File: config.mk
export PLATFORM = sky130hd
export DESIGN_NAME = wdog_supervisor
export DESIGN_NICKNAME = d
export VERILOG_FILES = /design/src/rtl/wdog_pkg.sv /design/src/rtl/wdog_kick_sync.sv /design/src/rtl/wdog_tick_counter.sv /design/src/rtl/wdog_ctrl.sv /design/src/rtl/wdog_supervisor.sv
export SDC_FILE = /design/constraint.sdc
export NUM_CORES = 1
export LEC_CHECK = 0
export BUFFER_PORTS_ARGS = -buffer_cell sky130_fd_sc_hd__buf_2
export CAP_MARGIN = 20
export CORE_MARGIN = 5
export CORE_UTILIZATION = 60
export DETAILED_ROUTE_END_ITERATION = 16
export PLACE_DENSITY_LB_ADDON = 0.08
export SYNTH_ARGS = -nofsm -noshare
export SYNTH_HDL_FRONTEND = slang
export SYNTH_SLANG_ARGS = --single-unit
File: constraint.sdc
create_clock -name clk_i -period 1 [get_ports clk_i]
set_input_delay 0.05 -clock clk_i [delete_from_list [all_inputs] [get_ports clk_i]]
set_output_delay 0.05 -clock clk_i [all_outputs]
set_load 0.05 [all_outputs]
File: src/rtl/wdog_pkg.sv
package wdog_pkg;

  // Controller state: off (disabled), hold (reset pulse), grace (long window),
  // tight (short window)
  typedef enum logic [1:0] {
    WD_OFF   = 2'd0,
    WD_HOLD  = 2'd1,
    WD_GRACE = 2'd2,
    WD_TIGHT = 2'd3
  } wd_state_e;

endpackage

File: src/rtl/wdog_kick_sync.sv
module wdog_kick_sync #(
  parameter int SYNC_STAGES = 2
) (
  input  logic clk_i,
  input  logic rst_ni,
  input  logic kick_i,
  output logic edge_o
);

  localparam int MSB = SYNC_STAGES - 1;

  logic [MSB:0] sync_q, sync_d;
  logic         prev_q, prev_d;

  generate
    if (SYNC_STAGES > 1) begin : g_chain
      always_comb sync_d = {sync_q[MSB-1:0], kick_i};
    end else begin : g_single
      always_comb sync_d = kick_i;
    end
  endgenerate

  // previous synchronized level, always tracked (edges are consumed even when ignored)
  always_comb prev_d = sync_q[MSB];

  always_ff @(posedge clk_i or negedge rst_ni) begin
    if (!rst_ni) begin
      sync_q <= '0;
      prev_q <= 1'b0;
    end else begin
      sync_q <= sync_d;
      prev_q <= prev_d;
    end
  end

  assign edge_o = sync_q[MSB] ^ prev_q;

endmodule

File: src/rtl/wdog_tick_counter.sv
module wdog_tick_counter #(
  parameter int CNT_W = 8
) (
  input  logic             clk_i,
  input  logic             rst_ni,
  input  logic             clr_i,
  input  logic             inc_i,
  output logic [CNT_W-1:0] cnt_o
);

  logic [CNT_W-1:0] cnt_q, cnt_d;
  logic             cnt_en;

  always_comb begin
    cnt_en = clr_i | inc_i;
    cnt_d  = clr_i ? '0 : cnt_q + 1'b1;
  end

  always_ff @(posedge clk_i or negedge rst_ni) begin
    if (!rst_ni) begin
      cnt_q <= '0;
    end else if (cnt_en) begin
      cnt_q <= cnt_d;
    end
  end

  assign cnt_o = cnt_q;

endmodule

File: src/rtl/wdog_ctrl.sv
module wdog_ctrl
  import wdog_pkg::*;
#(
  parameter int PULSE_TICKS = 4,
  parameter int LONG_TICKS  = 20,
  parameter int SHORT_TICKS = 8,
  parameter bit LONG_ONLY   = 1'b0,
  parameter int CNT_W       = 5
) (
  input  logic             clk_i,
  input  logic             rst_ni,
  input  logic             active_i,
  input  logic             edge_i,
  input  logic [CNT_W-1:0] cnt_i,
  output logic             clr_o,
  output logic             inc_o,
  output logic             rst_out_no
);

  localparam logic [CNT_W-1:0] PULSE_LAST = CNT_W'(PULSE_TICKS - 1);
  localparam logic [CNT_W-1:0] LONG_LAST  = CNT_W'(LONG_TICKS - 1);
  localparam logic [CNT_W-1:0] SHORT_LAST = CNT_W'(SHORT_TICKS - 1);

  wd_state_e        state_q, state_d;
  logic [CNT_W-1:0] last_tick;
  logic             expire;

  always_comb begin
    case (state_q)
      WD_HOLD:  last_tick = PULSE_LAST;
      WD_TIGHT: last_tick = SHORT_LAST;
      default:  last_tick = LONG_LAST;
    endcase
    expire = (cnt_i == last_tick);
  end

  // Priority: disable, then kick edge, then expiry, then count
  always_comb begin
    state_d = state_q;
    clr_o   = 1'b0;
    inc_o   = 1'b0;
    case (state_q)
      WD_OFF: begin
        if (active_i) begin
          state_d = WD_HOLD;
          clr_o   = 1'b1;
        end
      end
      WD_HOLD: begin
        if (!active_i) begin
          state_d = WD_OFF;
          clr_o   = 1'b1;
        end else if (expire) begin
          state_d = WD_GRACE;
          clr_o   = 1'b1;
        end else begin
          inc_o   = 1'b1;
        end
      end
      WD_GRACE, WD_TIGHT: begin
        if (!active_i) begin
          state_d = WD_OFF;
          clr_o   = 1'b1;
        end else if (edge_i) begin
          if (LONG_ONLY) state_d = WD_GRACE;
          else           state_d = WD_TIGHT;
          clr_o   = 1'b1;
        end else if (expire) begin
          state_d = WD_HOLD;
          clr_o   = 1'b1;
        end else begin
          inc_o   = 1'b1;
        end
      end
      default: begin
        state_d = WD_HOLD;
        clr_o   = 1'b1;
      end
    endcase
  end

  always_ff @(posedge clk_i or negedge rst_ni) begin
    if (!rst_ni) begin
      state_q <= WD_HOLD;
    end else begin
      state_q <= state_d;
    end
  end

  assign rst_out_no = (state_q != WD_HOLD);

endmodule

File: src/rtl/wdog_supervisor.sv
module wdog_supervisor #(
  parameter int PULSE_TICKS = 140_000,
  parameter int LONG_TICKS  = 1_000_000,
  parameter int SHORT_TICKS = 70_000,
  parameter bit LONG_ONLY   = 1'b0
) (
  input  logic clk_i,
  input  logic rst_ni,
  input  logic kick_i,
  input  logic enable_i,
  input  logic supply_ok_i,
  output logic cpu_rst_no
);

  localparam int MAX_A = (LONG_TICKS > SHORT_TICKS) ? LONG_TICKS : SHORT_TICKS;
  localparam int MAX_T = (MAX_A > PULSE_TICKS) ? MAX_A : PULSE_TICKS;
  localparam int CNT_W = $clog2(MAX_T + 1);

  logic [1:0]       rst_sync_q;
  logic             rst_int_n;
  logic             active;
  logic             kick_edge;
  logic             cnt_clr, cnt_inc;
  logic [CNT_W-1:0] cnt;

  // asynchronous assertion, synchronous release
  always_ff @(posedge clk_i or negedge rst_ni) begin
    if (!rst_ni) begin
      rst_sync_q <= 2'b00;
    end else begin
      rst_sync_q <= {rst_sync_q[0], 1'b1};
    end
  end
  assign rst_int_n = rst_sync_q[1];

  assign active = enable_i & supply_ok_i;

  wdog_kick_sync #(.SYNC_STAGES(2)) u_sync (
    .clk_i  (clk_i),
    .rst_ni (rst_int_n),
    .kick_i (kick_i),
    .edge_o (kick_edge)
  );

  wdog_tick_counter #(.CNT_W(CNT_W)) u_cnt (
    .clk_i  (clk_i),
    .rst_ni (rst_int_n),
    .clr_i  (cnt_clr),
    .inc_i  (cnt_inc),
    .cnt_o  (cnt)
  );

  wdog_ctrl #(
    .PULSE_TICKS (PULSE_TICKS),
    .LONG_TICKS  (LONG_TICKS),
    .SHORT_TICKS (SHORT_TICKS),
    .LONG_ONLY   (LONG_ONLY),
    .CNT_W       (CNT_W)
  ) u_ctrl (
    .clk_i      (clk_i),
    .rst_ni     (rst_int_n),
    .active_i   (active),
    .edge_i     (kick_edge),
    .cnt_i      (cnt),
    .clr_o      (cnt_clr),
    .inc_o      (cnt_inc),
    .rst_out_no (cpu_rst_no)
  );

endmodule

==> flow_metrics.tcl, run 1 <==
set metrics [dict create \
    status "stopped before the end" \
    lastStage "5_1_grt" \
    error_line "[ERROR DPL-0038] Utilization greater than 100%, impossible to legalize" \
    cts_root_buffer "clkbuf_4" \
    cts_buffers 3 \
    clock_sinks 27 \
    syn_nets 184 \
    htree_levels 1 \
    gp_congestion 0.896 \
    postSynthCellCount 178 \
    ys_seq_elements 27 \
    start_util_pct 64.1 \
    cts_buffer_depth 2 \
    syn_area_um2 1620 \
    ys_types 53 \
    die_height_um 61.9 \
    num_rows 18 \
    synth_flop_cell "dfrtp_1" \
    fp.dieW_um 61.9 \
    dp_hpwl_mm 3.48 \
    placed_area_um2 2150 \
    worst-ep-kind "register input" \
    io_pins 6 \
    crit_endpoint "u_cnt.cnt_o[15]$_DFFE_PN0P_/D" \
    ys_warn_count 0 \
    ys_seq_area_share_pct 41.8 \
    numPortBuffers 5 \
    grt_max_degree 15 \
    synth_edf_count 0 \
    async_flop_share_pct 100 \
    syn_avg_cell_area_um2 9.09 \
]
-- repair_timing --
| item | 4_1_cts |
|---|---|
| gates resized for setup | 28 |
| endpoints found under the hold margin | 3 |
| setup endpoints to repair | 23 |
| cloned | 1 |
| pin swaps | 8 |
| buffers inserted | 6 |
| hold buffers | 2 |
-- synth_stat cells (2+ instances only) --
library cell | number | share of area, %
a211o_1 | 2 | 1.1
a211oi_1 | 2 | 0.93
a21oi_1 | 9 | 2.8
a221o_1 | 2 | 1.2
a22o_1 | 2 | 1.1
and3_1 | 5 | 1.9
buf_2 | 5 | 1.5
buf_6 | 3 | 2.1
dfrtp_1 | 26 | 40
inv_1 | 7 | 1.6
mux2i_1 | 3 | 1.9
nand2_1 | 22 | 5.1
nand3_1 | 21 | 6.5
nand3b_1 | 5 | 2.3
nand4_1 | 3 | 1.2
nor2_1 | 9 | 2.1
nor2b_1 | 2 | 0.77
nor3_1 | 3 | 0.93
nor3b_1 | 2 | 0.93
o21ai_0 | 7 | 2.2
o311ai_0 | 2 | 1.1
o311ai_1 | 2 | 1.1
o31ai_1 | 2 | 0.93
or4_4 | 2 | 1.4
xnor2_1 | 2 | 1.1
-- stage by stage --
| step | std cells | utilization, % | setup TNS [ns] | setup slack [ns] | hold slack, ns |
|---|---|---|---|---|---|
| 2_1_floorplan | 178 | - | -19.20 | -1.12 | -0.246 |
| 3_3_place_gp | 265 | 85.1 | -22.01 | -1.10 | -0.166 |
| 3_5_place_dp | 265 | 85.1 | -23.46 | -1.15 | -0.159 |
| 4_1_cts | 277 | 93.6 | -21.95 | -1.08 | 0.00977 |
-- logic make-up after synthesis --
kind of cell	Yosys count	synth area share [%]
simple gates	88	30.4
compound gates	38	17.2
flops	27	41.8
buf+inv	18	6.65
mux	3	1.86
xor+xnor	2	1.08
fa+ha+maj	1	0.773
other cells	1	0.232
==> run 2, diff against run 1 <==
--- a/config.mk
+++ b/config.mk
@@ -8,9 +8,9 @@
 export BUFFER_PORTS_ARGS = -buffer_cell sky130_fd_sc_hd__buf_2
 export CAP_MARGIN = 20
 export CORE_MARGIN = 5
-export CORE_UTILIZATION = 60
+export CORE_UTILIZATION = 40
 export DETAILED_ROUTE_END_ITERATION = 16
-export PLACE_DENSITY_LB_ADDON = 0.08
+export PLACE_DENSITY_LB_ADDON = 0.15
 export SYNTH_ARGS = -nofsm -noshare
 export SYNTH_HDL_FRONTEND = slang
 export SYNTH_SLANG_ARGS = --single-unit
==> flow_metrics.tcl, run 2 <==
set metrics [dict create \
    grt_usage_pct 19.4 \
    setup_violations 23 \
    cpMaxStageDelayCell "dfstp_2" \
    crit_fanout 7 \
    seq_power_share_pct 54.0 \
    ys_types 53 \
    htree_levels 1 \
    critPathMaxStageDelay_ns 0.61 \
    via_count 1673 \
    num_rows 23 \
    p_switching_w 0.000537 \
    grt_max_degree 16 \
    status "finished with violations" \
    switching_share_pct 25.6 \
    finalHoldViolations 0 \
    synth_area_leaders "dfrtp_1 40%, nand3_1 6.5%, nand2_1 5.1%" \
    synthTopCellsByCount "26 x dfrtp_1, 22 x nand2_1, 21 x nand3_1" \
    synth.most_common_cell "dfrtp_1" \
    crit_chain "nor2b_4 -> buf_6 -> nand3b_1 -> a221oi_2 -> buf_4 -> a21boi_4 -> buf_6 -> a211o_1" \
    ys_seq_elements 27 \
    io_pins 6 \
    drt_iter0_markers 82 \
    grt_pass1_vias 1800 \
    gp_congestion 0.862 \
    period_share_pct 213 \
    cp-start-kind "flip-flop" \
    synth_edf_count 0 \
    reg2reg_from "u_ctrl.state_q[0]" \
    fin_crit_ns 2.13 \
    critPathRequiredTime_ns 1.16 \
    postSynthCellCount 178 \
    fin_setup_tns_ns -23.59 \
    utilization_pct 65.7 \
    cts_tree "yes" \
    cp_data_arrival_time_ns 2.29 \
    p_int_w 0.00156 \
    leakagePower_nw 1.15 \
    coreArea_um2 3970 \
    syn_nets 184 \
    fp.dieW_um 73.6 \
    cts_buffer_depth 2 \
    drive_above_1_share_pct 53.7 \
    crit_path_frequent_cell "buf_6" \
    antenna_found_initial 0 \
    grt_pass1_wl_mm 8.19 \
    synth_flop_cell "dfrtp_1" \
    fmax_ghz 0.470 \
    skew_ns 0.00166 \
    final_cell_mix "68 x buf_4, 25 x dfrtp_1, 19 x nand2_1, 15 x nand3_1, 9 x buf_6" \
    clkPwrFrac_pct 30.6 \
    synth_largest_area_cell "dfrtp_1" \
    layout_commonest_cell "buf_4" \
    ys_warn_count 0 \
    syn_avg_cell_area_um2 9.09 \
    critical_path_class "reg2reg" \
    rsz0062_at_grt "yes" \
    cts_root_buffer "clkbuf_8" \
    pre_cts_ws_ns -1.20 \
    syn2layout_area_growth_pct 61.3 \
    maxSlewViolCount 0 \
    overflow 0 \
    endpoint_kind "flip-flop" \
    hp-class "in2async" \
    via_per_inst 5.45 \
    finalWorstSetupSlack_ns -1.13 \
    ys_seq_area_share_pct 41.8 \
    path_clk_slew_ns 0.10 \
    powerDensity_nw_per_um2 803 \
    pwr-share-comb_pct 15.5 \
    numPortBuffers 5 \
    ant_nets 0 \
    syn_area_um2 1620 \
    crit_start "u_ctrl.state_q[0]" \
    antenna_cells 0 \
    drc 0 \
    final_nets 264 \
    clock_latency_ns 0.27 \
    die_area_um2 5420 \
    failed_checks "setup timing" \
    die_height_um 73.6 \
    wl_per_cell_um 15.9 \
    async_flop_share_pct 100 \
    start_util_pct 40.7 \
    max_cap_viol_count 0 \
    wl_mm 4.87 \
    firstDrtPassIters 5 \
    cts_buffers 3 \
    peakVddDrop_uv 613 \
    clock_sinks 27 \
    largest_reg_flops 20 \
    dp_hpwl_mm 3.35 \
    synth_top_area_share_pct 40.2 \
]
==> run 2: cell counts after synthesis <==
Identical to the previous run, type by type.
==> run 2: per-stage QoR <==
stage / hold WS (ns) / total power [W] / area [um2] / cells
finish: 0.0674 / 0.00209 / 2610 / 307
global route: 0.0682 / 0.00218 / 2610 / 307
CTS: 0.0831 / 0.00206 / 2460 / 302
detailed placement: -0.161 / 0.00137 / 2160 / 284
global placement: -0.166 / 0.00136 / 2160 / 284
floorplan: -0.246 / 0.00126 / 1700 / 178
==> run 2: kinds of logic (layout without fill, tap and decap cells) <==
family,Yosys count,count (layout),share of synthesized area [%]
flops,27,27,41.8
fa+ha+maj,1,1,0.773
compound gates,38,39,17.2
simple gates,88,88,30.4
mux,3,3,1.86
other cells,1,1,0.232
xor+xnor,2,2,1.08
buf+inv,18,96,6.65
==> run 2: final cells by class <==
type	instances	area, um2
repair buffers	85	687
clock inverters	1	5.00
multi-input cells	134	1110
flip-flops and latches	27	678
well taps	50	62.6
inverters	7	26.3
clock buffers	3	41.3
fillers	307	1360
==> run 2: power by group through the flow <==
stage	Sequential, W	Combinational, W	Clock [W]
global placement	0.00115	0.000213	0
detailed placement	0.00115	0.000219	0
floorplan	0.00115	0.000104	0
CTS	0.00113	0.000291	0.000645
finish	0.00113	0.000324	0.000640
global route	0.00113	0.000348	0.000702
==> run 2: what timing repair did <==
item	CTS	global route
pin swaps	14	14
buffers inserted	11	6
endpoints found under the hold margin	3	0
setup endpoints to repair	23	23
hold buffers	2	0
gates resized for setup	32	22
gates cloned	1	0
==> run 2: final timing paths <==
path | to | slack (ns) | cells past startpoint
max | u_cnt.cnt_o[15] | -1.13 | 8
min | rst_sync_q[1] | 0.07 | 2
max reg2reg | u_cnt.cnt_o[15] | -1.13 | 8
min reg2reg | u_ctrl.state_q[1] | 0.14 | 0
max in group asynchronous | u_cnt.cnt_o[14] | 0.37 | 1
min in group clk_i | u_ctrl.state_q[0] | 0.20 | 4
==> run 2: worst max-delay path: cells and delay by family (launching register included) <==
| kind | cells | cell delay [ns] |
|---|---|---|
| compound gates | 3 | 0.64 |
| flops | 1 | 0.61 |
| buf+inv | 3 | 0.47 |
| simple gates | 2 | 0.30 |
==> run 2: metal layers <==
metal	vias to the layer above	track usage (%)	routed length (um)	share of wire, %
li1	802	-	-	-
met1	838	25.6	2160	44
met2	25	34.0	2570	53
met3	8	1.78	98	2.0
met4	0	4.83	48	0.98
met5	-	0	0	0
No activity file was read; power rests on OpenSTA's default activity.
==> run 3, diff against run 2 <==
--- a/config.mk
+++ b/config.mk
@@ -7,9 +7,9 @@
 export LEC_CHECK = 0
 export BUFFER_PORTS_ARGS = -buffer_cell sky130_fd_sc_hd__buf_2
 export CAP_MARGIN = 20
-export CORE_MARGIN = 5
-export CORE_UTILIZATION = 40
+export CORE_AREA = 5 5 66 68
 export DETAILED_ROUTE_END_ITERATION = 16
+export DIE_AREA = 0 0 71 73
 export PLACE_DENSITY_LB_ADDON = 0.15
 export SYNTH_ARGS = -nofsm -noshare
 export SYNTH_HDL_FRONTEND = slang
==> flow_metrics.tcl, run 3 (same netlist as run 2, synthesis figures left out) <==
set metrics [dict create \
    critPathMaxStageDelay_ns 0.60 \
    cts_tree "yes" \
    crit_buf_inv 1 \
    status "finished with violations" \
    wl_mm 4.74 \
    finalHoldViolations 0 \
    numPortBuffers 5 \
    finalWorstSetupSlack_ns -1.09 \
    crit_fanout 6 \
    fin_setup_tns_ns -22.94 \
    gp_congestion 0.842 \
    fin_crit_ns 2.09 \
    cts_root_buffer "clkbuf_8" \
    die_area_um2 5180 \
    maxSlewViolCount 0 \
    failed_checks "setup timing" \
    reg2reg_from "u_ctrl.state_q[0]" \
    placed_area_um2 2140 \
    clock_latency_ns 0.28 \
    fmax_ghz 0.478 \
    cts_buffers 3 \
    rr_endpoint "u_cnt.cnt_o[14]" \
    cp-start-kind "flip-flop" \
    path_clk_slew_ns 0.11 \
    num_rows 23 \
    htree_levels 1 \
    grt_pass1_wl_mm 7.91 \
    fp.dieW_um 71 \
    via_count 1615 \
    ant_nets 0 \
    antenna_found_initial 0 \
    firstDrtPassIters 4 \
    overflow 0 \
    design_area_um2 2420 \
    period_share_pct 209 \
    reg2reg_depth 7 \
    skew_ns 0.0106 \
    hp-class "in2async" \
    rrSetupSlack_ns -1.09 \
    crit_chain "nor2b_4 -> nand3b_1 -> a221oi_4 -> a21boi_4 -> buf_6 -> a21o_1 -> a22o_1" \
    grt_pass1_vias 1596 \
    wl_per_cell_um 16.1 \
    syn2layout_area_growth_pct 49.7 \
    grt_max_degree 17 \
    via_per_inst 5.47 \
    drt_iter0_markers 64 \
    powerDensity_nw_per_um2 849 \
    rsz0062_at_grt "yes" \
    die_height_um 73 \
    final_nets 252 \
    critical_path_class "reg2reg" \
    dp_hpwl_mm 3.38 \
    cts_buffer_depth 2 \
    layout_commonest_cell "buf_4" \
    critPathRequiredTime_ns 1.19 \
    coreArea_um2 3800 \
    grt_usage_pct 19.8 \
    start_util_pct 42.6 \
    peakVddDrop_uv 974 \
    setup_violations 23 \
    final_cell_mix "62 x buf_4, 26 x dfrtp_1, 20 x nand2_1, 17 x nand3_1, 8 x nor2_1" \
    final-instance-count-excl-fill 295 \
    placed_cells 281 \
    leakagePower_nw 1.09 \
    clock_sinks 27 \
    worst-path-stages 7 \
    endpoint_kind "flip-flop" \
    cp_data_arrival_time_ns 2.28 \
    cpMaxStageDelayCell "dfstp_2" \
    pre_cts_ws_ns -1.12 \
    antenna_cells 0 \
    max_cap_viol_count 0 \
    io_pins 6 \
    largest_reg_flops 20 \
    cp_top_family "compound AO/OA/AOI/OAI gates" \
    drc 0 \
    drive_above_1_share_pct 46.9 \
]
==> run 3: cell count changes in the layout (fill, tap and decap cells not counted), sizes merged <==
cell	delta
buf	-12
clkinv	-1
clkinvlp	+1
==> run 3: layout make-up <==
cell class                      count  area, um2
Fill cell                         331       1380
Multi-Input combinational cell    134       1040
Sequential cell                    27        677
Timing Repair Buffer               73        571
Tap cell                           50       62.6
Clock buffer                        3       41.3
Inverter                            7       26.3
Clock inverter                      1       7.51
==> run 3: stage by stage <==
stage	power [W]	util [%]	hold slack (ns)
floorplan	0.00126	-	-0.246
global placement	0.00135	56.4	-0.165
detailed placement	0.00136	56.4	-0.162
CTS	0.00204	62.9	0.0849
global route	0.00214	63.7	0.0883
finish	0.00206	63.7	0.0759
==> run 3: what timing repair did <==
action,CTS,global route
gates cloned,1,0
pin swaps,11,7
gates resized for setup,29,3
endpoints found under the setup margin,23,23
hold buffers,2,0
setup buffers,5,2
hold endpoints to repair,3,0
==> run 3: how the worst max path moves through the flow <==
stage | endpoint | from
finish | u_cnt.cnt_o[14] | u_ctrl.state_q[0]
global route | u_cnt.cnt_o[14] | u_ctrl.state_q[0]
CTS | u_cnt.cnt_o[15] | u_ctrl.state_q[0]
floorplan | u_cnt.cnt_o[18] | u_cnt.cnt_o[0]
global placement | u_cnt.cnt_o[18] | u_cnt.cnt_o[1]
detailed placement | u_cnt.cnt_o[18] | u_cnt.cnt_o[1]
==> run 3: where the power goes <==
group          leakage, nW  internal, W  switching [W]
Clock               0.0217     0.000284       0.000384
Combinational        0.705     0.000127       0.000137
Sequential           0.362      0.00111      0.0000136
Total                 1.09      0.00152       0.000534
==> run 3: per-layer routing <==
metal,vias to the layer above,GRT usage [%],wire length [um]
met5,-,0,0
met4,0,5.01,59
met3,4,2.07,152
met2,25,35.1,2530
met1,804,25.7,2000
li1,782,-,-
==> run 4, diff against run 3 <==
--- a/config.mk
+++ b/config.mk
@@ -5,7 +5,7 @@
 export SDC_FILE = /design/constraint.sdc
 export NUM_CORES = 1
 export LEC_CHECK = 0
-export BUFFER_PORTS_ARGS = -buffer_cell sky130_fd_sc_hd__buf_2
+export BUFFER_PORTS_ARGS = -buffer_cell sky130_fd_sc_hd__buf_4
 export CAP_MARGIN = 20
 export CORE_AREA = 5 5 66 68
 export DETAILED_ROUTE_END_ITERATION = 16
==> flow_metrics.tcl, run 4 (same netlist as run 2, synthesis figures left out) <==
set metrics [dict create \
    status "finished with violations" \
    failed_checks "setup timing" \
    hp-class "in2async" \
    clock_latency_ns 0.27 \
    grt_pass1_wl_mm 8.25 \
    finalWorstSetupSlack_ns -1.09 \
    syn2layout_area_growth_pct 55.7 \
    via_count 1661 \
    pwr-share-comb_pct 13.0 \
    numPortBuffers 5 \
    seq_power_share_pct 55.5 \
    finalHoldViolations 0 \
    fin_crit_ns 2.09 \
    htree_levels 1 \
    final_cell_mix "70 x buf_4, 25 x dfrtp_1, 19 x nand2_1, 14 x nand3_1" \
    nFillCells 324 \
    via_per_inst 5.52 \
    wl_mm 5.05 \
    path_clk_slew_ns 0.09 \
    final-instance-count-excl-fill 301 \
    rrSetupSlack_ns -1.09 \
    skew_ns 0.00446 \
    hold_ws_ns 0.0980 \
    rsz0062_at_grt "yes" \
    layout_commonest_cell "buf_4" \
    clock_sinks 27 \
    fmax_ghz 0.479 \
    cts_buffers 3 \
    wl_per_cell_um 16.8 \
    cts_buffer_depth 2 \
    final_nets 258 \
    p_switching_w 0.000516 \
    grt_usage_pct 20.0 \
    dp_hpwl_mm 3.52 \
    endpoint_kind "flip-flop" \
    die_height_um 73 \
    critical_path_class "reg2reg" \
    drt_iter0_markers 114 \
    cts_root_buffer "clkbuf_8" \
    setup_violations 23 \
    cp-start-kind "flip-flop" \
    drive_above_1_share_pct 50.6 \
    p_int_w 0.00151 \
    grt_max_degree 16 \
    placed_cells 283 \
    switching_share_pct 25.4 \
    total_power_w 0.00203 \
    powerDensity_nw_per_um2 806 \
    grt_pass1_vias 1757 \
    start_util_pct 42.6 \
    coreArea_um2 3800 \
    gp_congestion 0.895 \
    largest_reg_flops 20 \
    num_rows 23 \
    peakVddDrop_uv 515 \
    io_pins 6 \
    firstDrtPassIters 5 \
    ant_nets 0 \
    reg2reg_depth 6 \
    period_share_pct 209 \
    leakagePower_nw 1.13 \
    critPathRequiredTime_ns 1.16 \
    overflow 0 \
    antenna_found_initial 0 \
    die_area_um2 5180 \
    crit_fanout 5 \
    cts_tree "yes" \
    maxSlewViolCount 0 \
    fp.dieW_um 71 \
    drc 0 \
    reg2reg_from "u_ctrl.state_q[0]" \
    max_cap_viol_count 0 \
    clkPwrFrac_pct 31.4 \
    antenna_cells 0 \
    rr_endpoint "u_cnt.cnt_o[8]" \
    cp_data_arrival_time_ns 2.25 \
]
[run 4: changes by cell type in the layout (fill, tap and decap cells not counted), moves of 2 or more]
| cell | previous run | this run |
|---|---|---|
| a21oi_1 | 5 | 7 |
| a21oi_2 | 4 | 2 |
| buf_2 | 4 | 0 |
| buf_4 | 62 | 70 |
| buf_6 | 4 | 7 |
| nand3_1 | 17 | 14 |
| nand3_2 | 5 | 8 |
[run 4: worst max-delay path by stage]
stage / startpoint / endpoint / slack [ns]
4_1_cts: u_ctrl.state_q[0] / u_cnt.cnt_o[6] / -1.04
3_5_place_dp: u_ctrl.state_q[0] / u_cnt.cnt_o[15] / -1.17
6_report: u_ctrl.state_q[0] / u_cnt.cnt_o[8] / -1.09
2_1_floorplan: u_cnt.cnt_o[0] / u_cnt.cnt_o[18] / -1.12
5_1_grt: u_ctrl.state_q[0] / u_cnt.cnt_o[6] / -1.17
3_3_place_gp: u_ctrl.state_q[0] / u_cnt.cnt_o[15] / -1.10
[run 4: final cells by class]
class	count	area, um2	share of cell area, %
well taps	50	62.6	2.48
inverters	7	26.3	1.04
repair buffers	79	624	24.8
flip-flops and latches	27	678	26.9
clock buffers	3	41.3	1.64
multi-input cells	134	1080	42.9
clock inverters	1	5.00	0.199
[run 4: critical path, stage by stage (launching register included)]
cell and delay (ns):
dfstp_2 0.59, nor2b_4 0.22, nand3b_1 0.16, a221oi_4 0.43
a21boi_4 0.13, and3_1 0.19, a221o_1 0.26
[run 4: per-layer routing]
| layer | global-route usage [%] | vias up | wire length [um] |
|---|---|---|---|
| met5 | 0 | - | 0 |
| met4 | 5.22 | 0 | 76 |
| met3 | 2.20 | 8 | 172 |
| met2 | 37.5 | 47 | 2680 |
| met1 | 24.3 | 817 | 2130 |
| li1 | - | 789 | - |
[run 4: power by group through the flow]
| stage | Sequential, W | Clock [W] | Combinational [W] |
|---|---|---|---|
| 2_1_floorplan | 0.00115 | 0 | 0.000104 |
| 3_3_place_gp | 0.00115 | 0 | 0.000195 |
| 3_5_place_dp | 0.00115 | 0 | 0.000201 |
| 4_1_cts | 0.00113 | 0.000644 | 0.000247 |
| 5_1_grt | 0.00113 | 0.000697 | 0.000286 |
| 6_report | 0.00113 | 0.000639 | 0.000264 |
[run 4: timing repair]
item                                    in CTS  in global routing
endpoints found under the hold margin        3                  0
endpoints found under the setup margin      23                 23
pin swaps                                   10                  6
setup buffers                                9                  2
hold buffers                                 2                  0
cloned                                       1                  0
gates resized for setup                     34                  9
[run 4: through the flow]
step / util (%) / cell area, um2 / setup slack, ns / setup TNS [ns]
final: 66.3 / 2520 / -1.09 / -23.41
after global routing: 66.3 / 2520 / -1.17 / -25.45
after CTS: 64.7 / 2460 / -1.04 / -22.10
after detailed placement: 56.8 / 2160 / -1.17 / -24.00
after global placement: 56.8 / 2160 / -1.10 / -22.40
after floorplan: - / 1700 / -1.12 / -19.20
